## src/rtl/irqw_pkg.sv

```systemverilog
package irqw_pkg;

  typedef enum logic [1:0] {
    REG_SEL  = 2'd0,
    REG_CFG  = 2'd1,
    REG_OWN  = 2'd2,
    REG_STAT = 2'd3
  } reg_e;

  localparam int CFG_TM_BIT    = 0;
  localparam int STAT_IDLE_BIT = 0;
  localparam int STAT_OK_BIT   = 1;

endpackage

```

## src/rtl/irqw_sel_bank.sv

```systemverilog
module irqw_sel_bank #(
  parameter int DATA_W = 32,
  parameter int DOM_W  = 2
) (
  input  logic              clk,
  input  logic              rst,
  input  logic              wr_en,
  input  logic [DOM_W-1:0]  dom,
  input  logic [DATA_W-1:0] wr_data,
  output logic [DATA_W-1:0] sel_out
);
  localparam int NUM_DOM = 1 << DOM_W;

  logic [DATA_W-1:0] sel_q [NUM_DOM];

  for (genvar d = 0; d < NUM_DOM; d++) begin : g_dom
    always_ff @(posedge clk) begin
      if (rst) begin
        sel_q[d] <= '0;
      end else if (wr_en && dom == DOM_W'(d)) begin
        sel_q[d] <= wr_data;
      end
    end
  end

  assign sel_out = sel_q[dom];
endmodule

```

## src/rtl/irqw_access_check.sv

```systemverilog
module irqw_access_check #(
  parameter int DATA_W    = 32,
  parameter int NUM_LINES = 64,
  parameter int DOM_W     = 2,
  parameter int ID_W      = 6
) (
  input  logic [DATA_W-1:0] cur_sel,
  input  logic [DOM_W-1:0]  dom,
  input  logic [DOM_W-1:0]  line_owner,
  output logic [ID_W-1:0]   line_id,
  output logic              is_priv,
  output logic              sel_ok
);
  localparam logic [DOM_W-1:0]  PRIV_DOM  = '1;
  localparam logic [DATA_W-1:0] LINE_LIM  = DATA_W'(NUM_LINES);

  logic in_range;

  always_comb begin
    line_id  = cur_sel[ID_W-1:0];
    in_range = cur_sel < LINE_LIM;
    is_priv  = dom == PRIV_DOM;
    sel_ok   = in_range && (is_priv || line_owner == dom);
  end
endmodule

```

## src/rtl/irqw_line_table.sv

```systemverilog
module irqw_line_table #(
  parameter int NUM_LINES = 64,
  parameter int DOM_W     = 2,
  parameter int ID_W      = 6
) (
  input  logic             clk,
  input  logic             rst,
  input  logic [ID_W-1:0]  line_id,
  input  logic             tm_we,
  input  logic             tm_wd,
  input  logic             own_we,
  input  logic [DOM_W-1:0] own_wd,
  output logic             tm_rd,
  output logic [DOM_W-1:0] own_rd
);
  logic             tm_q  [NUM_LINES];
  logic [DOM_W-1:0] own_q [NUM_LINES];

  for (genvar i = 0; i < NUM_LINES; i++) begin : g_line
    always_ff @(posedge clk) begin
      if (rst) begin
        tm_q[i]  <= 1'b0;
        own_q[i] <= '1;
      end else if (line_id == ID_W'(i)) begin
        if (tm_we)  tm_q[i]  <= tm_wd;
        if (own_we) own_q[i] <= own_wd;
      end
    end
  end

  always_comb begin
    tm_rd  = 1'b0;
    own_rd = '1;
    for (int i = 0; i < NUM_LINES; i++) begin
      if (line_id == ID_W'(i)) begin
        tm_rd  = tm_q[i];
        own_rd = own_q[i];
      end
    end
  end
endmodule

```

## src/rtl/irq_cfg_window.sv

```systemverilog
module irq_cfg_window #(
  parameter int DATA_W    = 32,
  parameter int NUM_LINES = 64,
  parameter int DOM_W     = 2
) (
  input  logic              clk,
  input  logic              rst,
  input  logic              req_valid,
  input  logic              req_write,
  input  logic [DOM_W-1:0]  req_dom,
  input  logic [1:0]        req_reg,
  input  logic [DATA_W-1:0] req_wdata,
  output logic              rd_valid,
  output logic [DATA_W-1:0] rd_data
);
  import irqw_pkg::*;

  localparam int ID_W = (NUM_LINES > 1) ? $clog2(NUM_LINES) : 1;

  reg_e              kind;
  logic [DATA_W-1:0] cur_sel;
  logic [ID_W-1:0]   line_id;
  logic [DOM_W-1:0]  line_owner;
  logic              line_tm;
  logic              is_priv;
  logic              sel_ok;
  logic              do_wr;
  logic              do_rd;
  logic              sel_we;
  logic              tm_we;
  logic              own_we;
  logic [DATA_W-1:0] rd_next;

  assign kind   = reg_e'(req_reg);
  assign do_wr  = req_valid && req_write;
  assign do_rd  = req_valid && !req_write;
  assign sel_we = do_wr && kind == REG_SEL;
  assign tm_we  = do_wr && kind == REG_CFG && sel_ok;
  assign own_we = do_wr && kind == REG_OWN && sel_ok && is_priv;

  irqw_sel_bank #(.DATA_W(DATA_W), .DOM_W(DOM_W)) sel_bank_i (
    .clk     (clk),
    .rst     (rst),
    .wr_en   (sel_we),
    .dom     (req_dom),
    .wr_data (req_wdata),
    .sel_out (cur_sel)
  );

  irqw_access_check #(
    .DATA_W(DATA_W), .NUM_LINES(NUM_LINES), .DOM_W(DOM_W), .ID_W(ID_W)
  ) access_i (
    .cur_sel    (cur_sel),
    .dom        (req_dom),
    .line_owner (line_owner),
    .line_id    (line_id),
    .is_priv    (is_priv),
    .sel_ok     (sel_ok)
  );

  irqw_line_table #(.NUM_LINES(NUM_LINES), .DOM_W(DOM_W), .ID_W(ID_W)) table_i (
    .clk     (clk),
    .rst     (rst),
    .line_id (line_id),
    .tm_we   (tm_we),
    .tm_wd   (req_wdata[CFG_TM_BIT]),
    .own_we  (own_we),
    .own_wd  (req_wdata[DOM_W-1:0]),
    .tm_rd   (line_tm),
    .own_rd  (line_owner)
  );

  always_comb begin
    rd_next = '0;
    unique case (kind)
      REG_SEL: rd_next = cur_sel;
      REG_CFG: rd_next[CFG_TM_BIT] = sel_ok && line_tm;
      REG_OWN: if (is_priv && sel_ok) rd_next[DOM_W-1:0] = line_owner;
      REG_STAT: begin
        rd_next[STAT_IDLE_BIT] = 1'b1;
        rd_next[STAT_OK_BIT]   = sel_ok;
      end
      default: rd_next = '0;
    endcase
  end

  always_ff @(posedge clk) begin
    if (rst) begin
      rd_valid <= 1'b0;
      rd_data  <= '0;
    end else begin
      rd_valid <= do_rd;
      if (do_rd) rd_data <= rd_next;
    end
  end
endmodule

```

## config.mk

```make
export PLATFORM = sky130hd
export DESIGN_NAME = irq_cfg_window
export DESIGN_NICKNAME = d
export VERILOG_FILES = /design/src/rtl/irqw_pkg.sv /design/src/rtl/irqw_sel_bank.sv /design/src/rtl/irqw_access_check.sv /design/src/rtl/irqw_line_table.sv /design/src/rtl/irq_cfg_window.sv
export SDC_FILE = /design/constraint.sdc
export NUM_CORES = 1
export LEC_CHECK = 0
export BUFFER_PORTS_ARGS = -buffer_cell sky130_fd_sc_hd__buf_2
export CORE_MARGIN = 1
export CORE_UTILIZATION = 49
export CTS_CLUSTER_DIAMETER = 50
export CTS_CLUSTER_SIZE = 30
export DETAILED_ROUTE_END_ITERATION = 16
export GPL_TIMING_DRIVEN = 0
export PLACE_DENSITY = 0.75
export SYNTH_ARGS = -nofsm -noshare
export SYNTH_HDL_FRONTEND = slang
export SYNTH_SLANG_ARGS = --single-unit
export TNS_END_PERCENT = 10
```

## constraint.sdc

```tcl
create_clock -name clk -period 5.3 [get_ports clk]
set_input_delay 0 -clock clk [delete_from_list [all_inputs] [get_ports clk]]
set_output_delay 0 -clock clk [all_outputs]
set_load 0.005 [all_outputs]
```

==> impl_metrics.json <==
{
  "via_per_inst": 6.822,
  "leading_cell_types_in_the_layout_fill_and_taps_excluded": "edfxtp_1, nand2_1, and2_1",
  "syn_nets": 1629,
  "synth-edff-count": 320,
  "multi_input_area_um2": 7423,
  "ant_nets": 0,
  "cts_max_level": 2,
  "finalSetupTns_ns": 0,
  "place_hpwl_um": 41190,
  "grt_pass1_vias": 14760,
  "unrepaired_setup_endpoints_after_global_routing": "no",
  "postCtsSetupRepairBufs": 0,
  "finalSetupViolCount": 0,
  "nets": 1778,
  "postSynth.asyncResetShare_pct": 0,
  "relative_slew_slack_pct": 22.15,
  "postLayoutCoreUtil_pct": 57.79,
  "floorplan.die_area_um2": 38210,
  "layout-area-overhead-vs-synth_pct": 15.61,
  "detail_route.iter0.violations": 2700,
  "mostFrequentLayoutCell": "edfxtp_1",
  "setup.worst_path.class": "flip-flop to flip-flop",
  "totalWireLength_um": 60480,
  "biggest_fanout_along_the_worst_timing_path": 10,
  "leakage_nw": 7.281,
  "number_of_cells_after_detailed_placement": 2133,
  "pin_count_of_the_biggest_net_entering_global_routing": 21,
  "warnings_synthesis": 0,
  "p_comb_share_pct": 13.6,
  "result_of_the_run": "finished clean",
  "n_fill_cell": 2978,
  "worst_tran_pin_value_ns": 1.168,
  "seq_power_share_pct": 45.3,
  "ir_worst_vdd_mv": 0.2785,
  "place_congestion": 0.9990,
  "synth_seq_cells": 353,
  "ioPinCount": 73,
  "core_region_area_um2": 36700,
  "critPathCaptureType": "flip-flop",
  "rows": 70,
  "drt_pre_antenna_iters": 6,
  "final.setup_skew_ns": 0.04255,
  "remaining_drc_errors": 0,
  "die_height_um": 195.5,
  "route.vias.total": 15270,
  "tritoncts": "built",
  "clock_sink_count": 353,
  "timing.critical_path.from_type": "flip-flop",
  "final_cells": 2239,
  "gr-total-overflow": 0,
  "root_buffer_master": "clkbuf_16",
  "cellInternalPower_mw": 5.003,
  "global_route_wire_length_before_repair_um": 90880,
  "min_period_over_period_pct": 98.56,
  "overall_die_width_um": 195.5,
  "final_layout_size_suffix_gt1_share_pct": 17.75,
  "clock_tree.buffer_depth": 3,
  "max-cap-violations": 0,
  "groute.usage.overall_pct": 31.83,
  "syn_inst": 1589,
  "synth.distinct_cells": 83,
  "clk_latency_ns": 0.60,
  "cts-buffers-inserted": 39,
  "layout_min_cycle_time_ns": 5.224,
  "final_max_slew_violation_count": 0,
  "syn_area_per_cell_um2": 11.54,
  "finalHoldViolCount": 0,
  "post_synth_instance_area_um2": 18340,
  "cellPowerDensity_nw_per_um2": 329.9,
  "power_switching_share_pct": 28.50,
  "maxClockFrequency_mhz": 191.4,
  "io_buffer_count": 72,
  "antenna_found_initial": 4,
  "cp_data_required_time_ns": 5.64,
  "cp.arrival_ns": 5.56,
  "floorplan.initialDensity_pct": 49.99,
  "detail_route.wl_per_cell_um": 27.01,
  "power.switching_mw": 1.994,
  "synth.yosys.seq_area_share_pct": 55.99,
  "clkPwrFrac_pct": 41.1,
  "min-delay-path-class": "input pin to flip-flop",
  "register_area_um2": 10270,
  "ys_dominant_reg_cell": "edfxtp_1",
  "clk_transition_reported_paths_ns": 0.08
}
-- metrics by stage --
step	hold slack [ns]	instance area, um^2	power (mW)	setup WS [ns]
after floorplan	0.08395	18340	3.745	1.355
after global placement	0.2200	19290	4.063	-0.5989
after detailed placement	0.2198	19410	4.090	-0.7160
after CTS	0.07444	21120	6.946	-0.1103
after global routing	0.1749	21210	7.130	0.02297
final	0.1024	21210	6.997	0.07606
-- worst max-delay path, stage by stage (launching register included) --
cell	delay, ns
edfxtp_1	0.42
mux4_2	0.56
buf_2	0.25
nand2_1	0.17
buf_2	0.39
clkbuf_4	0.37
nor2_1	0.16
a2111oi_1	0.38
o211ai_1	0.22
a21oi_1	0.39
o32ai_2	0.27
a221oi_2	0.39
nand4_4	0.33
buf_4	0.32
nor4_2	0.37
-- synth_stat cells (4+ instances only) --
master | number | area share, %
edfxtp_1 | 320 | 52
nand2_1 | 193 | 3.9
and2_1 | 127 | 4.3
nor2_1 | 125 | 2.6
clkbuf_1 | 110 | 2.3
a21o_1 | 66 | 2.7
a41o_1 | 64 | 3.5
a22oi_1 | 48 | 2.0
nor4_2 | 46 | 3.1
nand3_1 | 35 | 0.95
nor4_1 | 34 | 1.2
dfxtp_1 | 33 | 3.6
mux4_2 | 32 | 3.9
nor3_1 | 29 | 0.79
o21ai_0 | 26 | 0.71
a21oi_1 | 22 | 0.60
o22ai_1 | 21 | 0.72
buf_1 | 20 | 0.41
inv_1 | 19 | 0.39
nand4_1 | 18 | 0.61
mux2i_1 | 16 | 0.87
nand2b_1 | 13 | 0.44
buf_2 | 12 | 0.33
buf_4 | 9 | 0.37
o211ai_1 | 8 | 0.33
o221ai_1 | 8 | 0.38
o32ai_1 | 8 | 0.38
and3_1 | 7 | 0.24
mux2_2 | 6 | 0.37
nor2b_1 | 6 | 0.20
or4_1 | 6 | 0.25
a2111oi_0 | 5 | 0.24
a211oi_1 | 5 | 0.20
a221oi_1 | 4 | 0.19
buf_6 | 4 | 0.25
o21a_1 | 4 | 0.16
-- area by class of cell --
cell class,instances,area share (%)
inverter,20,0.3540
tap,468,2.761
antenna,2,0.02360
sequential,353,48.42
clock inverter,30,1.575
multi-input combinational,1061,35.00
clock buffer,42,4.755
timing repair buffer,110,3.823
buffer,153,3.280
-- final timing paths --
kind / start / endpoint / slack (ns) / depth (start not counted)
setup / recovery: sel_bank_i.sel_q[2][0] / table_i.tm_q[1][18] / 0.08 / 14
hold / removal: req_valid / rd_valid / 0.10 / 4
setup reg to reg: sel_bank_i.sel_q[2][0] / table_i.tm_q[1][18] / 0.08 / 14
hold reg to reg: rd_data[24] / rd_data[24] / 0.52 / 2
-- power by group through the flow --
| stage | Combinational [mW] | Clock (mW) | Sequential [mW] |
|---|---|---|---|
| after global routing | 0.973 | 2.98 | 3.18 |
| final | 0.950 | 2.88 | 3.17 |
| after global placement | 0.839 | 0 | 3.22 |
| after CTS | 0.890 | 2.89 | 3.17 |
| after floorplan | 0.534 | 0 | 3.21 |
| after detailed placement | 0.863 | 0 | 3.23 |
-- flip-flops by register name, summed over array words and instances (netlist names) --
signal	flops
rd_data	32
rd_valid	1
sel_bank_i.sel_q	128
table_i.own_q	128
table_i.tm_q	64
-- routing by layer --
metal / wire (um) / GRT usage, % / part of all wire (%) / vias to the layer above
li1: - / - / - / 6426
met1: 21640 / 41.11 / 36 / 7411
met2: 27390 / 49.38 / 45 / 1162
met3: 7967 / 8.238 / 13 / 273
met4: 3475 / 16.74 / 5.7 / 2
met5: 13 / 0 / 0.021 / -
-- timing repair --
action / in CTS / in global routing
hold buffers: 34 / 0
setup endpoints to repair: 161 / 349
gates resized for setup: 9 / 50
endpoints found under the hold margin: 127 / 0
-- cell families after synthesis --
| kind of cell | Yosys count | share of synthesized area [%] |
|---|---|---|
| AOI/OAI and AO/OA | 330 | 14.24 |
| DFF | 353 | 55.99 |
| and+or+nand+nor | 677 | 20.59 |
| buffers and inverters | 175 | 4.011 |
| muxes | 54 | 5.170 |
Note: power is estimated with default switching activity, not from simulation.
